## src/rtl/hdlc_tx_pkg.sv

```systemverilog
package hdlc_tx_pkg;

    typedef enum logic [2:0] {
        ST_FILL,
        ST_OPEN,
        ST_DATA,
        ST_FCS,
        ST_CLOSE,
        ST_ABORT
    } tx_state_t;

endpackage

```

## src/rtl/hdlc_tx_crc.sv

```systemverilog
module hdlc_tx_crc #(
    parameter logic [15:0] POLY16 = 16'h8408,
    parameter logic [31:0] POLY32 = 32'hEDB88320
) (
    input  logic clk,
    input  logic rst_n,
    input  logic init,
    input  logic upd,
    input  logic drain,
    input  logic wide,
    input  logic din,
    output logic fcs_bit
);
    logic [31:0] rem;
    logic [31:0] step;

    always_comb begin
        step = rem >> 1;
        if (!wide) step[31:15] = '0;
        if (rem[0] ^ din) step = step ^ (wide ? POLY32 : {16'h0000, POLY16});
    end

    always_ff @(posedge clk or negedge rst_n) begin
        if (!rst_n)     rem <= '1;
        else if (init)  rem <= '1;
        else if (upd)   rem <= step;
        else if (drain) rem <= rem >> 1;
    end

    assign fcs_bit = ~rem[0];
endmodule

```

## src/rtl/hdlc_tx_line.sv

```systemverilog
module hdlc_tx_line (
    input  logic clk,
    input  logic rst_n,
    input  logic bit_in,
    input  logic nrzi_en,
    input  logic loop_en,
    input  logic rx_in,
    output logic txd,
    output logic rx_line
);
    always_ff @(posedge clk or negedge rst_n) begin
        if (!rst_n)       txd <= 1'b1;
        else if (nrzi_en) txd <= bit_in ? txd : ~txd;
        else              txd <= bit_in;
    end

    assign rx_line = loop_en ? txd : rx_in;
endmodule

```

## src/rtl/hdlc_frame_tx.sv

```systemverilog
module hdlc_frame_tx
    import hdlc_tx_pkg::*;
#(
    parameter int          OCTET_W   = 8,
    parameter int          STUFF_RUN = 5,
    parameter int          ABORT_LEN = 8,
    parameter logic [7:0]  FLAG_PAT  = 8'h7E,
    parameter logic [15:0] POLY16    = 16'h8408,
    parameter logic [31:0] POLY32    = 32'hEDB88320
) (
    input  logic               clk,
    input  logic               rst_n,
    input  logic [OCTET_W:0]   fifo_data,
    input  logic               fifo_empty,
    output logic               fifo_rd,
    input  logic               crc_sel,
    input  logic               crc_off,
    input  logic               fill_flags,
    input  logic               nrzi_en,
    input  logic               loop_en,
    input  logic               cts,
    input  logic               rx_in,
    output logic               txd,
    output logic               rx_line,
    output logic               rts,
    output logic               frame_active,
    output logic               flag_active,
    output logic               abort_active,
    output logic               underflow,
    output logic               cts_lost
);
    localparam int IDX_W  = $clog2(ABORT_LEN > 8 ? ABORT_LEN : 8);
    localparam int ONES_W = $clog2(STUFF_RUN + 1);
    localparam int BC_W   = $clog2(OCTET_W);
    localparam int FCS16  = 16;
    localparam int FCS32  = 32;
    localparam int FCS_CW = $clog2(FCS32 + 1);

    tx_state_t            state, nxt;
    logic [IDX_W-1:0]     idx;
    logic [ONES_W-1:0]    ones;
    logic [BC_W-1:0]      bitcnt;
    logic [OCTET_W-1:0]   shreg;
    logic                 last_q;
    logic [FCS_CW-1:0]    fcs_left;
    logic                 bit_o, stuff, pop, c_init, c_upd, c_drain, fcs_bit;
    logic                 oct_end, bit_last, in_frame;

    assign oct_end  = (idx == IDX_W'(7));
    assign bit_last = (bitcnt == BC_W'(OCTET_W - 1));
    assign in_frame = state inside {ST_OPEN, ST_DATA, ST_FCS, ST_CLOSE};
    assign fifo_rd  = pop;
    assign rts      = !fifo_empty || (state != ST_FILL);

    // next state and line bit
    always_comb begin
        nxt     = state;
        bit_o   = 1'b1;
        pop     = 1'b0;
        c_init  = 1'b0;
        c_upd   = 1'b0;
        c_drain = 1'b0;
        stuff   = ((state == ST_DATA) || (state == ST_FCS) ||
                   (state == ST_CLOSE && idx == '0)) && (ones == ONES_W'(STUFF_RUN));
        unique case (state)
            ST_FILL: begin
                bit_o = fill_flags ? FLAG_PAT[idx[2:0]] : 1'b1;
                if (oct_end && !fifo_empty && cts) nxt = ST_OPEN;
            end
            ST_OPEN: begin
                bit_o = FLAG_PAT[idx[2:0]];
                if (oct_end) begin
                    if (fifo_empty) nxt = ST_ABORT;
                    else begin
                        pop = 1'b1; c_init = 1'b1; nxt = ST_DATA;
                    end
                end
            end
            ST_DATA: begin
                if (stuff) bit_o = 1'b0;
                else begin
                    bit_o = shreg[0];
                    c_upd = 1'b1;
                    if (bit_last) begin
                        if (last_q)          nxt = crc_off ? ST_CLOSE : ST_FCS;
                        else if (fifo_empty) nxt = ST_ABORT;
                        else                 pop = 1'b1;
                    end
                end
            end
            ST_FCS: begin
                if (stuff) bit_o = 1'b0;
                else begin
                    bit_o   = fcs_bit;
                    c_drain = 1'b1;
                    if (fcs_left == FCS_CW'(1)) nxt = ST_CLOSE;
                end
            end
            ST_CLOSE: begin
                if (stuff) bit_o = 1'b0;
                else begin
                    bit_o = FLAG_PAT[idx[2:0]];
                    if (oct_end) begin
                        if (!fifo_empty && cts) begin
                            pop = 1'b1; c_init = 1'b1; nxt = ST_DATA;
                        end else nxt = ST_FILL;
                    end
                end
            end
            ST_ABORT: begin
                bit_o = 1'b1;
                if (idx == IDX_W'(ABORT_LEN - 1)) nxt = ST_FILL;
            end
            default: nxt = ST_FILL;
        endcase
    end

    // state register and datapath
    always_ff @(posedge clk or negedge rst_n) begin
        if (!rst_n) begin
            state    <= ST_FILL;
            idx      <= '0;
            ones     <= '0;
            bitcnt   <= '0;
            shreg    <= '0;
            last_q   <= 1'b0;
            fcs_left <= '0;
        end else begin
            state <= nxt;
            if (nxt != state || (state == ST_FILL && oct_end))
                idx <= '0;
            else if (!stuff && (state inside {ST_FILL, ST_OPEN, ST_CLOSE, ST_ABORT}))
                idx <= idx + 1'b1;

            if ((state == ST_DATA || state == ST_FCS) && !stuff && bit_o)
                ones <= ones + 1'b1;
            else
                ones <= '0;

            if (pop) begin
                shreg  <= fifo_data[OCTET_W-1:0];
                last_q <= fifo_data[OCTET_W];
                bitcnt <= '0;
            end else if (state == ST_DATA && !stuff) begin
                shreg  <= shreg >> 1;
                bitcnt <= bitcnt + 1'b1;
            end

            if (state == ST_DATA && nxt == ST_FCS)
                fcs_left <= crc_sel ? FCS_CW'(FCS32) : FCS_CW'(FCS16);
            else if (state == ST_FCS && !stuff)
                fcs_left <= fcs_left - 1'b1;
        end
    end

    // status outputs, aligned with the bit on txd
    always_ff @(posedge clk or negedge rst_n) begin
        if (!rst_n) begin
            frame_active <= 1'b0;
            flag_active  <= 1'b0;
            abort_active <= 1'b0;
            underflow    <= 1'b0;
            cts_lost     <= 1'b0;
        end else begin
            frame_active <= in_frame;
            flag_active  <= (state == ST_OPEN) || (state == ST_CLOSE && !stuff) ||
                            (state == ST_FILL && fill_flags);
            abort_active <= (state == ST_ABORT);
            underflow    <= (state == ST_ABORT) && (idx == '0);
            cts_lost     <= in_frame && !cts;
        end
    end

    hdlc_tx_crc #(.POLY16(POLY16), .POLY32(POLY32)) u_crc (
        .clk(clk), .rst_n(rst_n), .init(c_init), .upd(c_upd), .drain(c_drain),
        .wide(crc_sel), .din(shreg[0]), .fcs_bit(fcs_bit)
    );

    hdlc_tx_line u_line (
        .clk(clk), .rst_n(rst_n), .bit_in(bit_o), .nrzi_en(nrzi_en),
        .loop_en(loop_en), .rx_in(rx_in), .txd(txd), .rx_line(rx_line)
    );
endmodule

```

## config.mk

```make
export PLATFORM = sky130hd
export DESIGN_NAME = hdlc_frame_tx
export DESIGN_NICKNAME = d
export VERILOG_FILES = /design/src/rtl/hdlc_tx_pkg.sv /design/src/rtl/hdlc_tx_crc.sv /design/src/rtl/hdlc_tx_line.sv /design/src/rtl/hdlc_frame_tx.sv
export SDC_FILE = /design/constraint.sdc
export NUM_CORES = 1
export LEC_CHECK = 0
export CAP_MARGIN = 10
export CORE_AREA = 3 3 84 86
export DETAILED_ROUTE_END_ITERATION = 8
export DIE_AREA = 0 0 87 89
export PLACE_DENSITY = 0.74
export SETUP_SLACK_MARGIN = 0.5
export SYNTH_ARGS = -nofsm -noshare
export SYNTH_HDL_FRONTEND = slang
export SYNTH_HIERARCHICAL = 1
export SYNTH_SLANG_ARGS = --single-unit
```

## constraint.sdc

```tcl
create_clock -name clk -period 2.8 [get_ports clk]
set_input_delay 0.28 -clock clk [delete_from_list [all_inputs] [get_ports clk]]
set_output_delay 0.28 -clock clk [all_outputs]
set_load 0.01 [all_outputs]
```

==> summary.txt <==
STA
  – Max Clock Skew: 0.00660 ns
  – Final Hold Violating Endpoints: 0
  – Worst Tran Pin Value: 0.795 ns
  – Setup_tns: 0 ns
  – Relative slew margins: 47.0%
  – Pins Over Slew Limit: 0
  – Final period util: 81.4%
  – Max Clock Freq: 0.439 GHz
  – Setup violations, final: 0
  – Hold slack: 0.0233 ns
  – Post-layout min period: 2.28 ns
  – RSZ-0062 raised after global routing: true
  – Final Worst Setup Slack: 0.522 ns

Placed design
  – Port buffer count: 27
  – DP Area: 3800 sq um
  – Gp weighted congestion: 0.835
  – Placement Setup Slack: 0.360 ns
  – DP HPWL: 4.54 mm

Floorplan
  – Die X-Extent: 87 microns
  – Initial Util: 54.8%
  – Die Y: 89 microns
  – I/O pins: 28
  – Rows: 29
  – Core ar.: 6350 sq um
  – Die area: 7740 sq um

Yosys
  – Number of enable flip-flop cells after synthesis: 0
  – Ys Warns: 6
  – Post-synth ARST share: 100%
  – Top-area cell type share of the netlist area: 24.9%
  – Largest cells by area after synthesis: dfstp_2, dfrtp_1, nand2_1
  – Register area share after synthesis: 47.9%
  – Distinct cells, synth: 55
  – Netlist Area Pre-Place: 3480 sq um
  – Main synth FF type: dfstp_2
  – Flops & latches, synth: 65
  – Avg Cell Area, Syn: 10.2 sq um
  – Cells after Synth: 342
  – Mapped Nets: 371
  – Leading area contributor after synthesis: dfstp_2

Pwr
  – Share of power burned in registers: 44.8%
  – Clock share of power: 18.5%
  – Switching fraction of total power: 33.7%
  – Comb pwr share: 36.7%
  – Design Power: 0.00416 W
  – Maximum VDD drop: 0.486 mV
  – PwrDens: 1020 nW/um^2
  – Int Power: 0.00276 W
  – Switch Pwr: 0.00140 W
  – Leak: 1.73 nW

Global route
  – Global-route wire length before repair: 11.9 mm
  – Number of global-route vias before repair: 2,463
  – Initial antenna violation count: 0
  – GRT Util Overall: 19.6%
  – Largest net degree at the start of global routing: 48
  – Grt ovf: 0

Worst setup path
  – Crit. End Element: primary output
  – Reg2reg setup slack: 0.61 ns
  – Cells on worst reg2reg path: 9
  – Reg2Reg Launch Point: idx[0]
  – CP max FO: 6
  – Setup Crit Path Kind: register to primary output
  – R2R Path End: fcs_left[1]
  – Arrival time at the worst endpoint: 2.00 ns
  – Required time of the critical path: 2.52 ns
  – Startpoint type of the worst setup path: register

Cells and area
  – Antenna Cells: 0
  – Commonest non-fill, non-tap cell in the layout: nand2_1
  – Commonest non-fill, non-tap cells in the layout: nand2_1, dfstp_2, dfrtp_1, nor2_1, clkdlybuf4s50_1
  – Share of cells above drive strength 1: 24.7%
  – Cell area after layout: 4100 sq um
  – Area Overhead vs Synth: 17.7%
  – Nets: 404

Run
  – Max_cap viols: 0

Route
  – DR WL met3: 393 microns
  – Via count: 2,652
  – Top sig layer: met4
  – DRT Wirelength: 7.01 mm
  – Routed WL per cell: 15.3 microns
  – Post-Route M1 WL: 3.37 mm
  – Drc violations: 0
  – Via density: 5.80
  – Drt first pass iters: 5
  – Metal2 WL: 3.09 mm
  – DR iter-0 viols: 242
  – Routed Antenna Nets: 0

CTS
  – Clock latency on the worst-skew pair: 0.34 ns
  – CTS buffer count: 9
  – # clock sinks: 65
  – CTS tree: done
  – CTS Buffer Depth: 2
  – Clock-pin transition on the worst setup and hold timing paths: 0.06 ns
  – H-tree levels: 3
  – Root Buffer: clkbuf_8

Hold path
  – Worst Hold Class: primary input to asynchronous set/reset pin

Run status
  – Outcome: complete, no violations
-- how the worst max path moves through the flow --
stage	start	cells after the start	end
after floorplan	ones[0]	8	u_crc/rem[28]
after global placement	fifo_empty	6	fifo_rd
after detailed placement	idx[0]	7	fifo_rd
after CTS	idx[1]	7	fifo_rd
after global routing	idx[0]	7	fifo_rd
final	idx[0]	7	fifo_rd
-- registers in the layout, summed over array words and instances (netlist names) --
register      count
frame_active      1
bitcnt            3
last_q            1
fcs_left          6
state             3
shreg             8
abort_active      1
underflow         1
idx               3
u_line/txd        1
u_crc/rem        32
flag_active       1
ones              3
cts_lost          1
-- stage by stage --
step,utilization [%],instances
after floorplan,-,342
after CTS,63.5,453
final,64.5,457
after global placement,59.9,433
after global routing,64.5,457
after detailed placement,59.9,433
-- timing repair --
item	4_1_cts	5_1_grt
buffers inserted	4	4
endpoints found under the setup margin	5	19
gates resized for setup	9	8
hold buffers	0	0
pin swaps	3	3
-- cell families (layout without fill, tap and decap cells) --
group                    Yosys count  after routing  share of synthesized area (%)
flip-flops                        65             65                           47.9
AND/OR/NAND/NOR                  146            146                           22.9
adder cells (fa/ha/maj)           10             10                           3.60
multiplexers                       6              6                           1.94
AO/OA/AOI/OAI                     73             73                           16.2
XOR/XNOR                          11             11                           2.99
buffers and inverters             31             69                           4.42
-- layout make-up --
| class | count | area (sq um) |
|---|---|---|
| Inverter | 9 | 35.0 |
| Sequential cell | 65 | 1670 |
| Tap cell | 77 | 96.3 |
| Timing Repair Buffer | 44 | 410 |
| Clock buffer | 13 | 149 |
| Multi-Input combinational cell | 246 | 1700 |
| Fill cell | 495 | 2250 |
| Clock inverter | 3 | 40.0 |
-- power by group through the flow --
stage	clock network [W]	logic, W	registers, W
global placement	0	0.00141	0.00184
CTS	0.000794	0.00150	0.00185
detailed placement	0	0.00146	0.00186
finish	0.000770	0.00153	0.00186
global route	0.000837	0.00170	0.00193
floorplan	0	0.00116	0.00177
-- routing by layer --
layer  vias up  GRT usage (%)
li1       1289              -
met1      1265           27.2
met2        81           28.9
met3        17           5.16
met4         0           8.92
met5         -              0
-- worst max-delay path, cell delays in order, from the launching register on --
cell and delay [ns]:
dfrtp_1 0.41, ha_2 0.21, ha_4 0.18, and4bb_1 0.21, a32o_2 0.30, a31oi_4 0.17, inv_2 0.06, buf_6 0.12
-- cells in the mapped netlist, types with 9 or more instances --
| master | instances |
|---|---|
| a211o_1 | 9 |
| a21oi_1 | 18 |
| buf_2 | 9 |
| dfrtp_1 | 32 |
| dfstp_2 | 33 |
| ha_1 | 10 |
| nand2_1 | 45 |
| nand4b_1 | 11 |
| nor2_1 | 29 |
| nor2b_1 | 17 |
| nor3_1 | 11 |
| o211ai_1 | 10 |
Power figures use the tool's default switching activity.
